<file path="src/rtl/ucnt_pkg.sv">
package ucnt_pkg;
  localparam int unsigned ADDR_W  = 4;
  localparam int unsigned NUM_CMP = 3;
  localparam int unsigned NUM_CAP = 2;

  localparam int unsigned A_CTRL   = 0;
  localparam int unsigned A_PRESC  = 1;
  localparam int unsigned A_STS    = 2;
  localparam int unsigned A_IER    = 3;
  localparam int unsigned CMP_BASE = 4;
  localparam int unsigned CAP_BASE = CMP_BASE + NUM_CMP;
  localparam int unsigned A_CNT    = CAP_BASE + NUM_CAP;

  localparam int unsigned B_EN    = 0;
  localparam int unsigned B_FRR   = 9;
  localparam int unsigned B_SWR   = 15;
  localparam int unsigned B_CAPM  = 16;
  localparam int unsigned B_FORCE = 29;
  localparam int unsigned B_ROV   = 5;

  localparam logic [31:0] FLAG_MASK = ((32'd1 << NUM_CMP) - 32'd1) | (32'd1 << B_ROV);
  localparam logic [31:0] CTRL_KEEP = (32'd1 << B_EN) | (32'd1 << B_FRR) |
                                      (((32'd1 << (2 * NUM_CAP)) - 32'd1) << B_CAPM);

  typedef enum logic [1:0] {
    CAP_OFF  = 2'b00,
    CAP_RISE = 2'b01,
    CAP_FALL = 2'b10,
    CAP_BOTH = 2'b11
  } cap_mode_e;
endpackage

</file>
<file path="src/rtl/ucnt_prescaler.sv">
module ucnt_prescaler #(
  parameter int unsigned PRE_W = 12
) (
  input  logic             clk_i,
  input  logic             rst_ni,
  input  logic             en_i,
  input  logic             clr_i,
  input  logic [PRE_W-1:0] div_i,
  output logic             tick_o
);
  logic [PRE_W-1:0] pc_q;

  assign tick_o = en_i && !clr_i && (pc_q == div_i);

  always_ff @(posedge clk_i or negedge rst_ni) begin
    if (!rst_ni)                  pc_q <= '0;
    else if (clr_i || !en_i)      pc_q <= '0;
    else if (tick_o)              pc_q <= '0;
    else                          pc_q <= pc_q + 1'b1;
  end
endmodule

</file>
<file path="src/rtl/ucnt_counter.sv">
module ucnt_counter #(
  parameter int unsigned CNT_W = 32,
  parameter int unsigned NCMP  = 3
) (
  input  logic                       clk_i,
  input  logic                       rst_ni,
  input  logic                       clr_i,
  input  logic                       tick_i,
  input  logic                       frr_i,
  input  logic [NCMP-1:0][CNT_W-1:0] cmp_i,
  output logic [CNT_W-1:0]           cnt_o,
  output logic [NCMP-1:0]            match_o,
  output logic                       wrap_o
);
  logic [CNT_W-1:0] cnt_q;
  logic             restart;

  for (genvar g = 0; g < NCMP; g++) begin : g_match
    assign match_o[g] = tick_i && (cnt_q == cmp_i[g]);
  end

  assign wrap_o  = tick_i && (cnt_q == {CNT_W{1'b1}});
  // only channel 0 restarts, and only outside free-run
  assign restart = !frr_i && match_o[0];
  assign cnt_o   = cnt_q;

  always_ff @(posedge clk_i or negedge rst_ni) begin
    if (!rst_ni)      cnt_q <= '0;
    else if (clr_i)   cnt_q <= '0;
    else if (tick_i)  cnt_q <= restart ? '0 : cnt_q + 1'b1;
  end
endmodule

</file>
<file path="src/rtl/ucnt_capture.sv">
module ucnt_capture #(
  parameter int unsigned CNT_W = 32
) (
  input  logic                clk_i,
  input  logic                rst_ni,
  input  logic                clr_i,
  input  logic                sig_i,
  input  ucnt_pkg::cap_mode_e mode_i,
  input  logic [CNT_W-1:0]    cnt_i,
  output logic [CNT_W-1:0]    cap_o
);
  logic prev_q;
  logic hit;

  assign hit = (mode_i[0] && sig_i && !prev_q) || (mode_i[1] && !sig_i && prev_q);

  always_ff @(posedge clk_i or negedge rst_ni) begin
    if (!rst_ni) prev_q <= 1'b0;
    else         prev_q <= sig_i;
  end

  always_ff @(posedge clk_i or negedge rst_ni) begin
    if (!rst_ni)    cap_o <= '0;
    else if (clr_i) cap_o <= '0;
    else if (hit)   cap_o <= cnt_i;
  end
endmodule

</file>
<file path="src/rtl/ucnt_timer.sv">
module ucnt_timer
  import ucnt_pkg::*;
#(
  parameter int unsigned CNT_W = 32,
  parameter int unsigned PRE_W = 12
) (
  input  logic              clk_i,
  input  logic              rst_ni,
  input  logic              we_i,
  input  logic [ADDR_W-1:0] addr_i,
  input  logic [31:0]       wdata_i,
  output logic [31:0]       rdata_o,
  input  logic [NUM_CAP-1:0] cap_i,
  output logic              irq_o
);
  logic [31:0]                   ctrl_q;
  logic                          swr_q;
  logic [PRE_W-1:0]              presc_q;
  logic [31:0]                   ier_q;
  logic [NUM_CMP-1:0]            flag_q, flag_d, force_set;
  logic                          rov_q;
  logic [NUM_CMP-1:0][CNT_W-1:0] cmp_q;
  logic [NUM_CAP-1:0][CNT_W-1:0] cap_w;
  logic [CNT_W-1:0]              cnt;
  logic [NUM_CMP-1:0]            match;
  logic                          wrap, tick;
  logic                          ctrl_wr, swr_wr, sts_wr, presc_wr, ier_wr, clr;
  logic [31:0]                   sts_vec;

  // writes are locked out while the software reset is held
  assign ctrl_wr  = we_i && !swr_q && (addr_i == ADDR_W'(A_CTRL));
  assign sts_wr   = we_i && !swr_q && (addr_i == ADDR_W'(A_STS));
  assign presc_wr = we_i && !swr_q && (addr_i == ADDR_W'(A_PRESC));
  assign ier_wr   = we_i && !swr_q && (addr_i == ADDR_W'(A_IER));
  assign swr_wr   = ctrl_wr && wdata_i[B_SWR];
  assign clr      = swr_wr || swr_q;

  always_ff @(posedge clk_i or negedge rst_ni) begin
    if (!rst_ni) begin
      ctrl_q  <= '0;
      swr_q   <= 1'b0;
      presc_q <= '0;
      ier_q   <= '0;
    end else begin
      swr_q <= swr_wr;
      if (clr) begin
        ctrl_q  <= '0;
        presc_q <= '0;
        ier_q   <= '0;
      end else begin
        if (ctrl_wr)  ctrl_q  <= wdata_i & CTRL_KEEP;
        if (presc_wr) presc_q <= wdata_i[PRE_W-1:0];
        if (ier_wr)   ier_q   <= wdata_i & FLAG_MASK;
      end
    end
  end

  for (genvar g = 0; g < NUM_CMP; g++) begin : g_cmp
    logic cmp_wr;
    assign cmp_wr       = we_i && !swr_q && (addr_i == ADDR_W'(CMP_BASE + g));
    assign force_set[g] = ctrl_wr && wdata_i[B_FORCE + g];
    always_ff @(posedge clk_i or negedge rst_ni) begin
      if (!rst_ni)     cmp_q[g] <= '0;
      else if (clr)    cmp_q[g] <= '0;
      else if (cmp_wr) cmp_q[g] <= wdata_i[CNT_W-1:0];
    end
  end

  ucnt_prescaler #(.PRE_W(PRE_W)) u_pre (
    .clk_i  (clk_i),
    .rst_ni (rst_ni),
    .en_i   (ctrl_q[B_EN]),
    .clr_i  (clr),
    .div_i  (presc_q),
    .tick_o (tick)
  );

  ucnt_counter #(.CNT_W(CNT_W), .NCMP(NUM_CMP)) u_cnt (
    .clk_i   (clk_i),
    .rst_ni  (rst_ni),
    .clr_i   (clr),
    .tick_i  (tick),
    .frr_i   (ctrl_q[B_FRR]),
    .cmp_i   (cmp_q),
    .cnt_o   (cnt),
    .match_o (match),
    .wrap_o  (wrap)
  );

  for (genvar c = 0; c < NUM_CAP; c++) begin : g_cap
    ucnt_capture #(.CNT_W(CNT_W)) u_cap (
      .clk_i  (clk_i),
      .rst_ni (rst_ni),
      .clr_i  (clr),
      .sig_i  (cap_i[c]),
      .mode_i (cap_mode_e'(ctrl_q[B_CAPM + 2*c +: 2])),
      .cnt_i  (cnt),
      .cap_o  (cap_w[c])
    );
  end

  // sticky flags: set beats write-1-to-clear
  always_comb begin
    for (int g = 0; g < NUM_CMP; g++) begin
      flag_d[g] = (flag_q[g] && !(sts_wr && wdata_i[g])) || match[g] || force_set[g];
    end
  end

  always_ff @(posedge clk_i or negedge rst_ni) begin
    if (!rst_ni) begin
      flag_q <= '0;
      rov_q  <= 1'b0;
    end else if (clr) begin
      flag_q <= '0;
      rov_q  <= 1'b0;
    end else begin
      flag_q <= flag_d;
      rov_q  <= (rov_q && !(sts_wr && wdata_i[B_ROV])) || wrap;
    end
  end

  always_comb begin
    sts_vec = '0;
    for (int g = 0; g < NUM_CMP; g++) sts_vec[g] = flag_q[g];
    sts_vec[B_ROV] = rov_q;
  end

  assign irq_o = |(sts_vec & ier_q);

  always_comb begin
    rdata_o = '0;
    if (addr_i == ADDR_W'(A_CTRL))  rdata_o = ctrl_q | (32'(swr_q) << B_SWR);
    if (addr_i == ADDR_W'(A_PRESC)) rdata_o = 32'(presc_q);
    if (addr_i == ADDR_W'(A_STS))   rdata_o = sts_vec;
    if (addr_i == ADDR_W'(A_IER))   rdata_o = ier_q;
    if (addr_i == ADDR_W'(A_CNT))   rdata_o = 32'(cnt);
    for (int g = 0; g < NUM_CMP; g++)
      if (addr_i == ADDR_W'(CMP_BASE + g)) rdata_o = 32'(cmp_q[g]);
    for (int c = 0; c < NUM_CAP; c++)
      if (addr_i == ADDR_W'(CAP_BASE + c)) rdata_o = 32'(cap_w[c]);
  end
endmodule

</file>
<file path="config.mk">
export PLATFORM = sky130hd
export DESIGN_NAME = ucnt_timer
export DESIGN_NICKNAME = d
export VERILOG_FILES = /design/src/rtl/ucnt_pkg.sv /design/src/rtl/ucnt_prescaler.sv /design/src/rtl/ucnt_counter.sv /design/src/rtl/ucnt_capture.sv /design/src/rtl/ucnt_timer.sv
export SDC_FILE = /design/constraint.sdc
export NUM_CORES = 1
export LEC_CHECK = 0
export ABC_CLOCK_PERIOD_IN_PS = 3500
export BUFFER_PORTS_ARGS = -buffer_cell sky130_fd_sc_hd__buf_2
export CAP_MARGIN = 20
export CORE_MARGIN = 1.5
export CORE_UTILIZATION = 51
export DETAILED_ROUTE_END_ITERATION = 10
export PLACE_DENSITY = 0.69
export SLEW_MARGIN = 15
export SYNTH_ARGS = -nofsm -noshare
export SYNTH_HDL_FRONTEND = slang
export SYNTH_SLANG_ARGS = --single-unit
</file>
<file path="constraint.sdc">
create_clock -name clk_i -period 3.5 [get_ports clk_i]
set_input_delay 0.7 -clock clk_i [delete_from_list [all_inputs] [get_ports clk_i]]
set_output_delay 0.7 -clock clk_i [all_outputs]
set_load 0.005 [all_outputs]
</file>
==> impl_metrics.csv, run 1 <==
group,metric,value,unit
power_and_ir_drop,cellPowerDensity,565,nW/um^2
place,dp_hpwl,30900,microns
critical_path,cp_top_delay_family,"compound AO/OA/AOI/OAI gates",
timing,final.setup_skew,0.0203,ns
critical_path,regToRegEndpoint,"u_cnt.cnt_o[14]",
route,post_drt_wl_per_cell,23.1,microns
power_and_ir_drop,max-vdd-ir-drop,0.363,mV
clock_network,cts_made_buffers,27,
clock_network,count_of_clock_tree_sinks,233,
critical_path,critical_path_required,2.80,ns
grt,grt_max_degree,124,
critical_path,timing.critical_path.slowest_cell_delay,0.57,ns
critical_path,cp_max_fo,14,
yosys,syn-cell-area,12900,sq um
grt,grt_antenna_before_repair,1,
critical_path,worst_setup_path_end_kind,"output port",
floorplan,die_h,162,microns
floorplan,floorplan.core_area,25000,sq um
route,vias_per_cell,6.30,
place,place_inst,1890,
clock_network,htreeDepth,1,
hold_path,hp-class,"in2async",
finish,final_net_count,1633,
finish,share_of_cells_above_drive_strength_1,14.4,%
place,dpl_worst_slack,0.173,ns
route,postRouteAntennaNets,0,
finish,post_layout_nonfiller_instances,1940,
finish,layout.core_utilization,58.9,%
critical_path,reg2reg_from,"u_cnt.cnt_o[24]",
run,max_cap_violations,0,
clock_network,cts-root-buf,"sky130_fd_sc_hd__clkbuf_16",
yosys,ys_ff_latch,233,
floorplan,pin_count,74,
yosys,ys_types,57,
place,placement.io_buffers,73,
yosys,synth_flop_type,"sky130_fd_sc_hd__dfrtp_1",
finish,layout_common_cells,"sky130_fd_sc_hd__nand2_1 (431), sky130_fd_sc_hd__dfrtp_1 (233), sky130_fd_sc_hd__a21oi_1 (206)",
timing,highest_attainable_clock_frequency,308,MHz
yosys,yosysSeqAreaShare,45.0,%
power_and_ir_drop,total_leakage_power,6.65,nW
timing,tightestPinTransition,1.04,ns
grt,overall_global_routing_usage,34.2,%
floorplan,initial_utilization,51.7,%
timing,grt_setup_unrepaired,"false",
clock_network,clock_insertion_delay_worst_skew,0.56,ns
critical_path,worst_path_max_delay_cell,"sky130_fd_sc_hd__a211oi_1",
clock_network,post_cts.resized_instances,0,
route,via_count,12200,
clock_network,cts.repair_timing.setup_buffer_count,0,
route,dr.pass1.iters,8,
route,dr_iter_0_viols,2032,
clock_network,cts_hold_repair.buffers,0,
timing,timing.final.crit_period,3.25,ns
timing,timing.final.hold_violations,0,
route,wirelength,44900,microns
timing,final_critical_path_setup_slack,0.252,ns
finish,antennaDiodeCount,0,
grt,aggregate_global_routing_overflow,0,
timing,fin_tns_setup,0,ns
status,outcome,"complete, no violations",
critical_path,worst-r2r-setup-slack,0.66,ns
grt,global_route_wire_length_before_repair,68700,microns
critical_path,number_of_cells_on_the_worst_reg_to_reg_path,6,
clock_network,cts.path.max_buffers,3,
grt,number_of_global_route_vias_before_repair,11300,
floorplan,floorplan.rows,58,
critical_path,crit_path_frequent_cell,"sky130_fd_sc_hd__buf_2",
floorplan,fp.dieArea,26300,sq um
timing,post-route-period-util,92.8,%
critical_path,critPathLaunch,"addr_i[0]",
place,gpl.final_weighted_congestion,1.05,
timing,timing.final.setup_violations,0,
yosys,synth_edf_count,0,
critical_path,path_class,"in2out",
yosys,cells_after_synthesis,1549,
route,detail_route.drc_violations,0,
clock_network,clock_transition_at_the_register_clock_pins_on_the_worst_setup_and_hold_paths_after_cts,0.06,ns
yosys,synthesis.area_per_instance,8.36,sq um
finish,syn2layout_area_growth,14.0,%
clock_network,tritoncts,"built",
yosys,postSynth.asyncResetShare,100,%
yosys,synth_nets,1592,
finish,mostFrequentLayoutCell,"sky130_fd_sc_hd__nand2_1",
yosys,total_of_warnings_raised_by_yosys,0,
floorplan,die_width,162,microns
critical_path,cp_cell_sequence,"buf_2, buf_4, nand2_1, o221ai_1, o21ai_0, a211oi_1, a21oi_1, buf_2",
critical_path,critical_path.startpoint_type,"primary input",
timing,max-slew-margin-rel,30.5,%
timing,final_max_slew_viol_count,0,
critical_path,worstPathArrival,2.55,ns
critical_path,crit_buf_inv,3,
-- layout make-up --
type,count,area (sq um)
Tap cell,330,413
Multi-Input combinational cell,1166,6520
Fill cell,2211,10300
Clock buffer,37,763
Sequential cell,233,5830
Clock inverter,12,191
Timing Repair Buffer,147,976
Inverter,15,56.3
-- metrics by stage --
step | area (sq um) | total power [mW] | hold slack (ns)
after floorplan | 12900 | 4.56 | 0.404
after global placement | 13800 | 5.21 | 0.492
after detailed placement | 13800 | 5.27 | 0.512
after CTS | 14700 | 8.30 | 0.199
after global routing | 14800 | 8.65 | 0.213
final | 14800 | 8.33 | 0.149
-- registers in the layout, indices dropped and copies added (netlist names) --
register            count
cmp_q                  96
g_cap.u_cap.cap_o      64
u_cnt.cnt_o            32
presc_q                12
u_pre.pc_q             12
ctrl_q                  6
ier_q                   4
flag_q                  3
g_cap.u_cap.prev_q      2
rov_q                   1
swr_q                   1
-- where the power goes --
| group | total (mW) | internal [mW] | switching (mW) |
|---|---|---|---|
| sequential | 3.66 | 3.15 | 0.503 |
| clock | 3.04 | 1.89 | 1.15 |
| combinational | 1.63 | 0.671 | 0.960 |
| total | 8.33 | 5.71 | 2.62 |
-- routing by layer --
metal / global-route usage (%) / vias to the layer above / wire (microns)
li1: - / 5376 / -
met1: 49.6 / 5914 / 18200
met2: 50.9 / 792 / 19600
met3: 6.18 / 140 / 5140
met4: 13.3 / 0 / 1970
met5: 0 / - / 0
-- logic make-up (layout without fill, tap and decap cells) --
logic type / count (synthesis) / after routing / synth area share [%]
simple gates: 655 / 655 / 22.1
xor+xnor: 118 / 118 / 7.98
compound gates: 362 / 362 / 17.0
mux: 29 / 29 / 2.76
fa+ha+maj: 2 / 2 / 0.193
flops: 233 / 233 / 45.0
buf+inv: 150 / 211 / 4.89
-- worst max-delay path by stage --
stage	to	slack [ns]	depth (start not counted)
floorplan	rdata_o[9]	0.61	7
global placement	u_cnt.cnt_o[14]	0.27	7
detailed placement	u_cnt.cnt_o[14]	0.17	7
CTS	rdata_o[1]	0.32	8
global route	rdata_o[1]	0.1	8
finish	rdata_o[1]	0.25	8
-- cells in the mapped netlist, types with 13 or more instances --
library cell	n	area share [%]
sky130_fd_sc_hd__nand2_1	431	12
sky130_fd_sc_hd__dfrtp_1	233	45
sky130_fd_sc_hd__a21oi_1	206	8.0
sky130_fd_sc_hd__clkbuf_1	74	2.1
sky130_fd_sc_hd__xor2_1	70	4.7
sky130_fd_sc_hd__nor2_1	65	1.9
sky130_fd_sc_hd__xnor2_1	48	3.2
sky130_fd_sc_hd__buf_2	41	1.6
sky130_fd_sc_hd__nand3_1	37	1.4
sky130_fd_sc_hd__o21ai_0	37	1.4
sky130_fd_sc_hd__nand4_1	26	1.3
sky130_fd_sc_hd__a22o_1	21	1.4
sky130_fd_sc_hd__nor4_1	20	0.97
sky130_fd_sc_hd__a222oi_1	18	1.4
sky130_fd_sc_hd__and3_1	16	0.77
sky130_fd_sc_hd__buf_1	16	0.46
sky130_fd_sc_hd__a22oi_1	15	0.87
sky130_fd_sc_hd__inv_1	15	0.43
sky130_fd_sc_hd__nor3_1	14	0.54
sky130_fd_sc_hd__mux2_2	13	1.1
-- worst reg2reg max path: stages (launching register included) --
cell and delay (ns):
sky130_fd_sc_hd__dfrtp_1 0.64, sky130_fd_sc_hd__xnor2_1 0.18, sky130_fd_sc_hd__nand4_1 0.19, sky130_fd_sc_hd__nor4_4 0.09
sky130_fd_sc_hd__a31oi_2 0.85, sky130_fd_sc_hd__nand2b_1 0.41, sky130_fd_sc_hd__o311ai_1 0.36
(Power assumes the default switching activity.)
==> inputs of run 2 (changes only) <==
--- a/config.mk
+++ b/config.mk
@@ -12,6 +12,7 @@
 export CORE_UTILIZATION = 51
 export DETAILED_ROUTE_END_ITERATION = 10
 export PLACE_DENSITY = 0.69
+export REMOVE_ABC_BUFFERS = 1
 export SLEW_MARGIN = 15
 export SYNTH_ARGS = -nofsm -noshare
 export SYNTH_HDL_FRONTEND = slang
==> impl_metrics.csv, run 2 (synthesis gave the netlist of run 1 again) <==
group,metric,value,unit
timing,final.setup_skew,0.00874,ns
floorplan,die_width,162,microns
place,gpl.final_weighted_congestion,0.985,
grt,overall_global_routing_usage,33.1,%
timing,timing.final.crit_period,3.27,ns
grt,number_of_global_route_vias_before_repair,11100,
status,outcome,"complete, no violations",
clock_network,htreeDepth,1,
hold_path,hp-class,"in2async",
clock_network,cts_made_buffers,26,
finish,share_of_cells_above_drive_strength_1,13.8,%
floorplan,fp.dieArea,26300,sq um
power_and_ir_drop,switching_share,32.0,%
power_and_ir_drop,combPwrFrac,19.7,%
clock_network,tritoncts,"built",
clock_network,clock_insertion_delay_worst_skew,0.54,ns
route,dr.pass1.iters,6,
timing,post-route-period-util,93.4,%
finish,syn2layout_area_growth,13.0,%
clock_network,cts.path.max_buffers,3,
route,via_count,11900,
floorplan,initial_utilization,51.7,%
clock_network,post_cts.resized_instances,0,
finish,final_net_count,1621,
critical_path,number_of_cells_on_the_worst_reg_to_reg_path,6,
clock_network,count_of_clock_tree_sinks,233,
clock_network,cts.repair_timing.setup_buffer_count,0,
timing,max-slew-margin-rel,22.9,%
critical_path,worst_setup_path_end_kind,"output port",
finish,antennaDiodeCount,0,
power_and_ir_drop,cellPowerDensity,558,nW/um^2
route,dr_iter_0_viols,1570,
grt,global_route_wire_length_before_repair,66500,microns
place,placement.io_buffers,73,
grt,grt_max_degree,161,
timing,hold_ws,0.183,ns
power_and_ir_drop,cell_internal_pwr,5.55,mW
finish,flip_flop_count_of_the_largest_register_all_copies_and_words_added,96,
power_and_ir_drop,total_leakage_power,6.56,nW
place,dp_hpwl,30000,microns
clock_network,cts_hold_repair.buffers,0,
critical_path,critical_path_required,2.80,ns
power_and_ir_drop,power.share.sequential,44.5,%
clock_network,cts-root-buf,"sky130_fd_sc_hd__clkbuf_16",
route,wirelength,43700,microns
floorplan,floorplan.core_area,25000,sq um
power_and_ir_drop,power_switching,2.61,mW
power_and_ir_drop,max-vdd-ir-drop,0.391,mV
timing,grt_setup_unrepaired,"false",
critical_path,worstPathArrival,2.57,ns
timing,timing.final.hold_violations,0,
timing,fin_tns_setup,0,ns
route,vias_per_cell,6.19,
timing,final_max_slew_viol_count,0,
finish,register_with_the_most_flip_flops,"cmp_q",
timing,tightestPinTransition,1.16,ns
route,detail_route.drc_violations,0,
grt,grt_antenna_before_repair,0,
clock_network,clock_transition_at_the_register_clock_pins_on_the_worst_setup_and_hold_paths_after_cts,0.06,ns
critical_path,reg2reg_from,"u_pre.pc_q[3]",
power_and_ir_drop,clock_power_share,35.8,%
floorplan,floorplan.rows,58,
critical_path,critPathLaunch,"addr_i[0]",
finish,layout_common_cells,"sky130_fd_sc_hd__nand2_1 (431), sky130_fd_sc_hd__dfrtp_1 (233), sky130_fd_sc_hd__a21oi_1 (206)",
timing,highest_attainable_clock_frequency,306,MHz
critical_path,path_class,"in2out",
critical_path,critical_path.startpoint_type,"primary input",
power_and_ir_drop,total_power,8.16,mW
floorplan,die_h,162,microns
critical_path,worst-r2r-setup-slack,0.46,ns
route,postRouteAntennaNets,0,
floorplan,pin_count,74,
critical_path,cp_max_fo,18,
route,post_drt_wl_per_cell,22.7,microns
grt,aggregate_global_routing_overflow,0,
run,max_cap_violations,0,
critical_path,regToRegEndpoint,"u_pre.pc_q[4]",
timing,timing.final.setup_violations,0,
finish,mostFrequentLayoutCell,"sky130_fd_sc_hd__nand2_1",
finish,layout.core_utilization,58.4,%
critical_path,crit_end,"rdata_o[10]",
## run 2: cell count changes in the layout (fill, tap and decap cells not counted)
| cell | delta |
|---|---|
| sky130_fd_sc_hd__inv_6 | -1 |
| sky130_fd_sc_hd__buf_4 | -11 |
| sky130_fd_sc_hd__clkinv_4 | +1 |
| sky130_fd_sc_hd__bufinv_16 | -1 |
| sky130_fd_sc_hd__clkbuf_8 | -3 |
| sky130_fd_sc_hd__buf_12 | +1 |
| sky130_fd_sc_hd__buf_8 | -1 |
| sky130_fd_sc_hd__clkinv_2 | +2 |
| sky130_fd_sc_hd__clkbuf_1 | -1 |
| sky130_fd_sc_hd__clkinvlp_4 | +2 |
## run 2: power groups by stage
stage | registers (mW) | clock network [mW] | logic (mW)
floorplan | 3.52 | 0 | 0.983
finish | 3.63 | 2.92 | 1.60
CTS | 3.61 | 2.95 | 1.58
detailed placement | 3.66 | 0 | 1.57
global placement | 3.64 | 0 | 1.53
global route | 3.68 | 3.06 | 1.75
## run 2: worst max-delay path, cell delays in order
cell	delay (ns)
sky130_fd_sc_hd__buf_2	0.45
sky130_fd_sc_hd__nor2b_2	0.50
sky130_fd_sc_hd__buf_4	0.23
sky130_fd_sc_hd__nand2_1	0.14
sky130_fd_sc_hd__o21ai_0	0.26
sky130_fd_sc_hd__o211ai_1	0.14
sky130_fd_sc_hd__buf_2	0.15
## run 2: cell type report
class / instances / area, sq um
Sequential cell: 233 / 5830
Clock buffer: 33 / 718
Multi-Input combinational cell: 1166 / 6520
Fill cell: 2267 / 10400
Tap cell: 330 / 413
Inverter: 15 / 56.3
Timing Repair Buffer: 136 / 898
Clock inverter: 15 / 186
## run 2: worst min-delay path by stage
stage	start	slack, ns	endpoint
finish	rst_ni	0.18	cmp_q[77]
floorplan	rst_ni	0.40	cmp_q[0]
CTS	rst_ni	0.22	g_cap[0].u_cap.cap_o[23]
detailed placement	g_cap[0].u_cap.cap_o[29]	0.51	g_cap[0].u_cap.cap_o[29]
global route	rst_ni	0.24	g_cap[0].u_cap.cap_o[23]
global placement	ctrl_q[9]	0.49	ctrl_q[9]
## run 2: metal layers
layer | track usage, % | part of all wire, % | routed length [microns] | up-vias
li1 | - | - | - | 5355
met1 | 47.8 | 42 | 18200 | 5851
met2 | 50.4 | 45 | 19700 | 642
met3 | 5.82 | 10 | 4420 | 80
met4 | 11.2 | 3.1 | 1350 | 0
met5 | 0 | 0 | 0 | -
## run 2: through the flow
step                cells  setup WS (ns)  cell area, sq um
finish               1928          0.231             14600
global route         1928          0.166             14600
CTS                  1928          0.278             14600
detailed placement   1880          0.110             13700
global placement     1880          0.194             13700
floorplan            1414          -2.60             12400
==> inputs of run 3 (changes only) <==
--- a/config.mk
+++ b/config.mk
@@ -9,9 +9,9 @@
 export BUFFER_PORTS_ARGS = -buffer_cell sky130_fd_sc_hd__buf_2
 export CAP_MARGIN = 20
 export CORE_MARGIN = 1.5
-export CORE_UTILIZATION = 51
+export CORE_UTILIZATION = 50
 export DETAILED_ROUTE_END_ITERATION = 10
-export PLACE_DENSITY = 0.69
+export PLACE_DENSITY = 0.67
 export REMOVE_ABC_BUFFERS = 1
 export SLEW_MARGIN = 15
 export SYNTH_ARGS = -nofsm -noshare
==> impl_metrics.csv, run 3 (synthesis gave the netlist of run 1 again) <==
group,metric,value,unit
route,vias_per_cell,6.15,
floorplan,die_h,164,microns
power_and_ir_drop,total_leakage_power,6.49,nW
floorplan,floorplan.rows,58,
route,dr_iter_0_viols,1317,
grt,global_route_wire_length_before_repair,67600,microns
floorplan,die_width,164,microns
route,post_drt_wl_per_cell,22.7,microns
floorplan,floorplan.core_area,25300,sq um
timing,highest_attainable_clock_frequency,308,MHz
route,wirelength,43500,microns
timing,final_critical_path_setup_slack,0.256,ns
route,via_count,11800,
critical_path,path_class,"in2out",
hold_path,hp-class,"in2async",
route,detail_route.drc_violations,0,
finish,layout_common_cells,"sky130_fd_sc_hd__nand2_1 (431), sky130_fd_sc_hd__dfrtp_1 (233), sky130_fd_sc_hd__a21oi_1 (206)",
power_and_ir_drop,max-vdd-ir-drop,0.411,mV
grt,grt_max_degree,145,
critical_path,worstPathArrival,2.54,ns
finish,final_net_count,1609,
place,placement.io_buffers,73,
grt,overall_global_routing_usage,33.1,%
clock_network,cts_hold_repair.buffers,0,
critical_path,worst_path_max_delay_cell,"sky130_fd_sc_hd__nor2_2",
timing,timing.final.crit_period,3.24,ns
clock_network,cts-root-buf,"sky130_fd_sc_hd__clkbuf_16",
grt,grt_antenna_before_repair,2,
finish,post-route-cell-area,14500,sq um
place,dpl_worst_slack,0.209,ns
timing,tightestPinTransition,1.10,ns
place,dp_hpwl,29600,microns
critical_path,cp_cell_sequence,"buf_2, buf_12, nand2b_1, nor2_2, buf_4, a22oi_1, nand3_1, o21ai_0, o211ai_1, buf_2",
finish,register_with_the_most_flip_flops,"cmp_q",
floorplan,pin_count,74,
timing,final.setup_skew,0.0124,ns
place,place_inst,1867,
finish,nFillCells,2236,
critical_path,critical_path_required,2.80,ns
finish,flip_flop_count_of_the_largest_register_all_copies_and_words_added,96,
critical_path,critical_path.startpoint_type,"primary input",
place,gpl.final_weighted_congestion,0.920,
place,detailed_place.area,13600,sq um
route,postRouteAntennaNets,0,
clock_network,cts_made_buffers,27,
clock_network,tritoncts,"built",
critical_path,worst_setup_path_end_kind,"output port",
timing,final_max_slew_viol_count,0,
floorplan,initial_utilization,51.1,%
timing,timing.final.setup_violations,0,
timing,max-slew-margin-rel,27.0,%
critical_path,timing.critical_path.slowest_cell_delay,0.40,ns
critical_path,crit_path_frequent_cell,"sky130_fd_sc_hd__buf_2",
critical_path,cp_max_fo,46,
status,outcome,"complete, no violations",
clock_network,cts.repair_timing.setup_buffer_count,0,
clock_network,clock_insertion_delay_worst_skew,0.54,ns
grt,number_of_global_route_vias_before_repair,11400,
grt,aggregate_global_routing_overflow,0,
finish,syn2layout_area_growth,12.2,%
finish,layout.core_utilization,57.3,%
finish,mostFrequentLayoutCell,"sky130_fd_sc_hd__nand2_1",
finish,post_layout_nonfiller_instances,1916,
run,max_cap_violations,0,
clock_network,clock_transition_at_the_register_clock_pins_on_the_worst_setup_and_hold_paths_after_cts,0.06,ns
power_and_ir_drop,total_power,8.02,mW
clock_network,post_cts.resized_instances,0,
timing,post-route-period-util,92.7,%
finish,share_of_cells_above_drive_strength_1,12.7,%
clock_network,htreeDepth,1,
power_and_ir_drop,cellPowerDensity,552,nW/um^2
timing,timing.final.hold_violations,0,
clock_network,cts.path.max_buffers,3,
clock_network,count_of_clock_tree_sinks,233,
floorplan,fp.dieArea,26900,sq um
route,dr.pass1.iters,6,
timing,grt_setup_unrepaired,"false",
## run 3: area by class of cell
type	count	area, sq um	area share, %
Antenna cell	1	2.50	0.0172
Timing Repair Buffer	123	826	5.69
Clock buffer	45	823	5.67
Multi-Input combinational cell	1166	6520	44.9
Sequential cell	233	5830	40.2
Clock inverter	3	46.3	0.319
Tap cell	330	413	2.84
Inverter	15	56.3	0.388
## run 3: where the power goes
part | switching [mW] | internal (mW)
registers | 0.463 | 3.15
clock network | 1.14 | 1.66
logic | 0.951 | 0.647
## run 3: per-layer routing
metal	wire length [microns]	vias up	track usage, %
li1	-	5336	-
met1	18500	5746	47.2
met2	19100	584	49.1
met3	4110	107	6.77
met4	1710	2	13.6
met5	13	-	0
## run 3: path summary, 6_finish.rpt
| kind | start | end | slack (ns) | cells past startpoint |
|---|---|---|---|---|
| hold reg to reg | ctrl_q[18] | ctrl_q[18] | 0.51 | 2 |
| setup reg to reg | u_pre.pc_q[6] | u_pre.pc_q[3] | 0.57 | 6 |
| min in group clk_i | cap_i[1] | g_cap[1].u_cap.prev_q | 0.30 | 1 |
| hold / removal | rst_ni | g_cap[1].u_cap.cap_o[14] | 0.17 | 1 |
| setup / recovery | addr_i[0] | rdata_o[10] | 0.26 | 10 |
| max in group asynchronous | rst_ni | cmp_q[18] | 2.39 | 2 |
## run 3: worst max-delay path, delay by kind of cell
family | cells | cell delay, ns
simple gates | 3 | 0.69
buf+inv | 4 | 0.78
compound gates | 3 | 0.34
## run 3: through the flow
| step | hold slack (ns) | setup TNS [ns] |
|---|---|---|
| final | 0.169 | 0 |
| after global routing | 0.186 | 0 |
| after CTS | 0.188 | 0 |
| after detailed placement | 0.499 | 0 |
| after global placement | 0.497 | 0 |
| after floorplan | 0.404 | -227.31 |
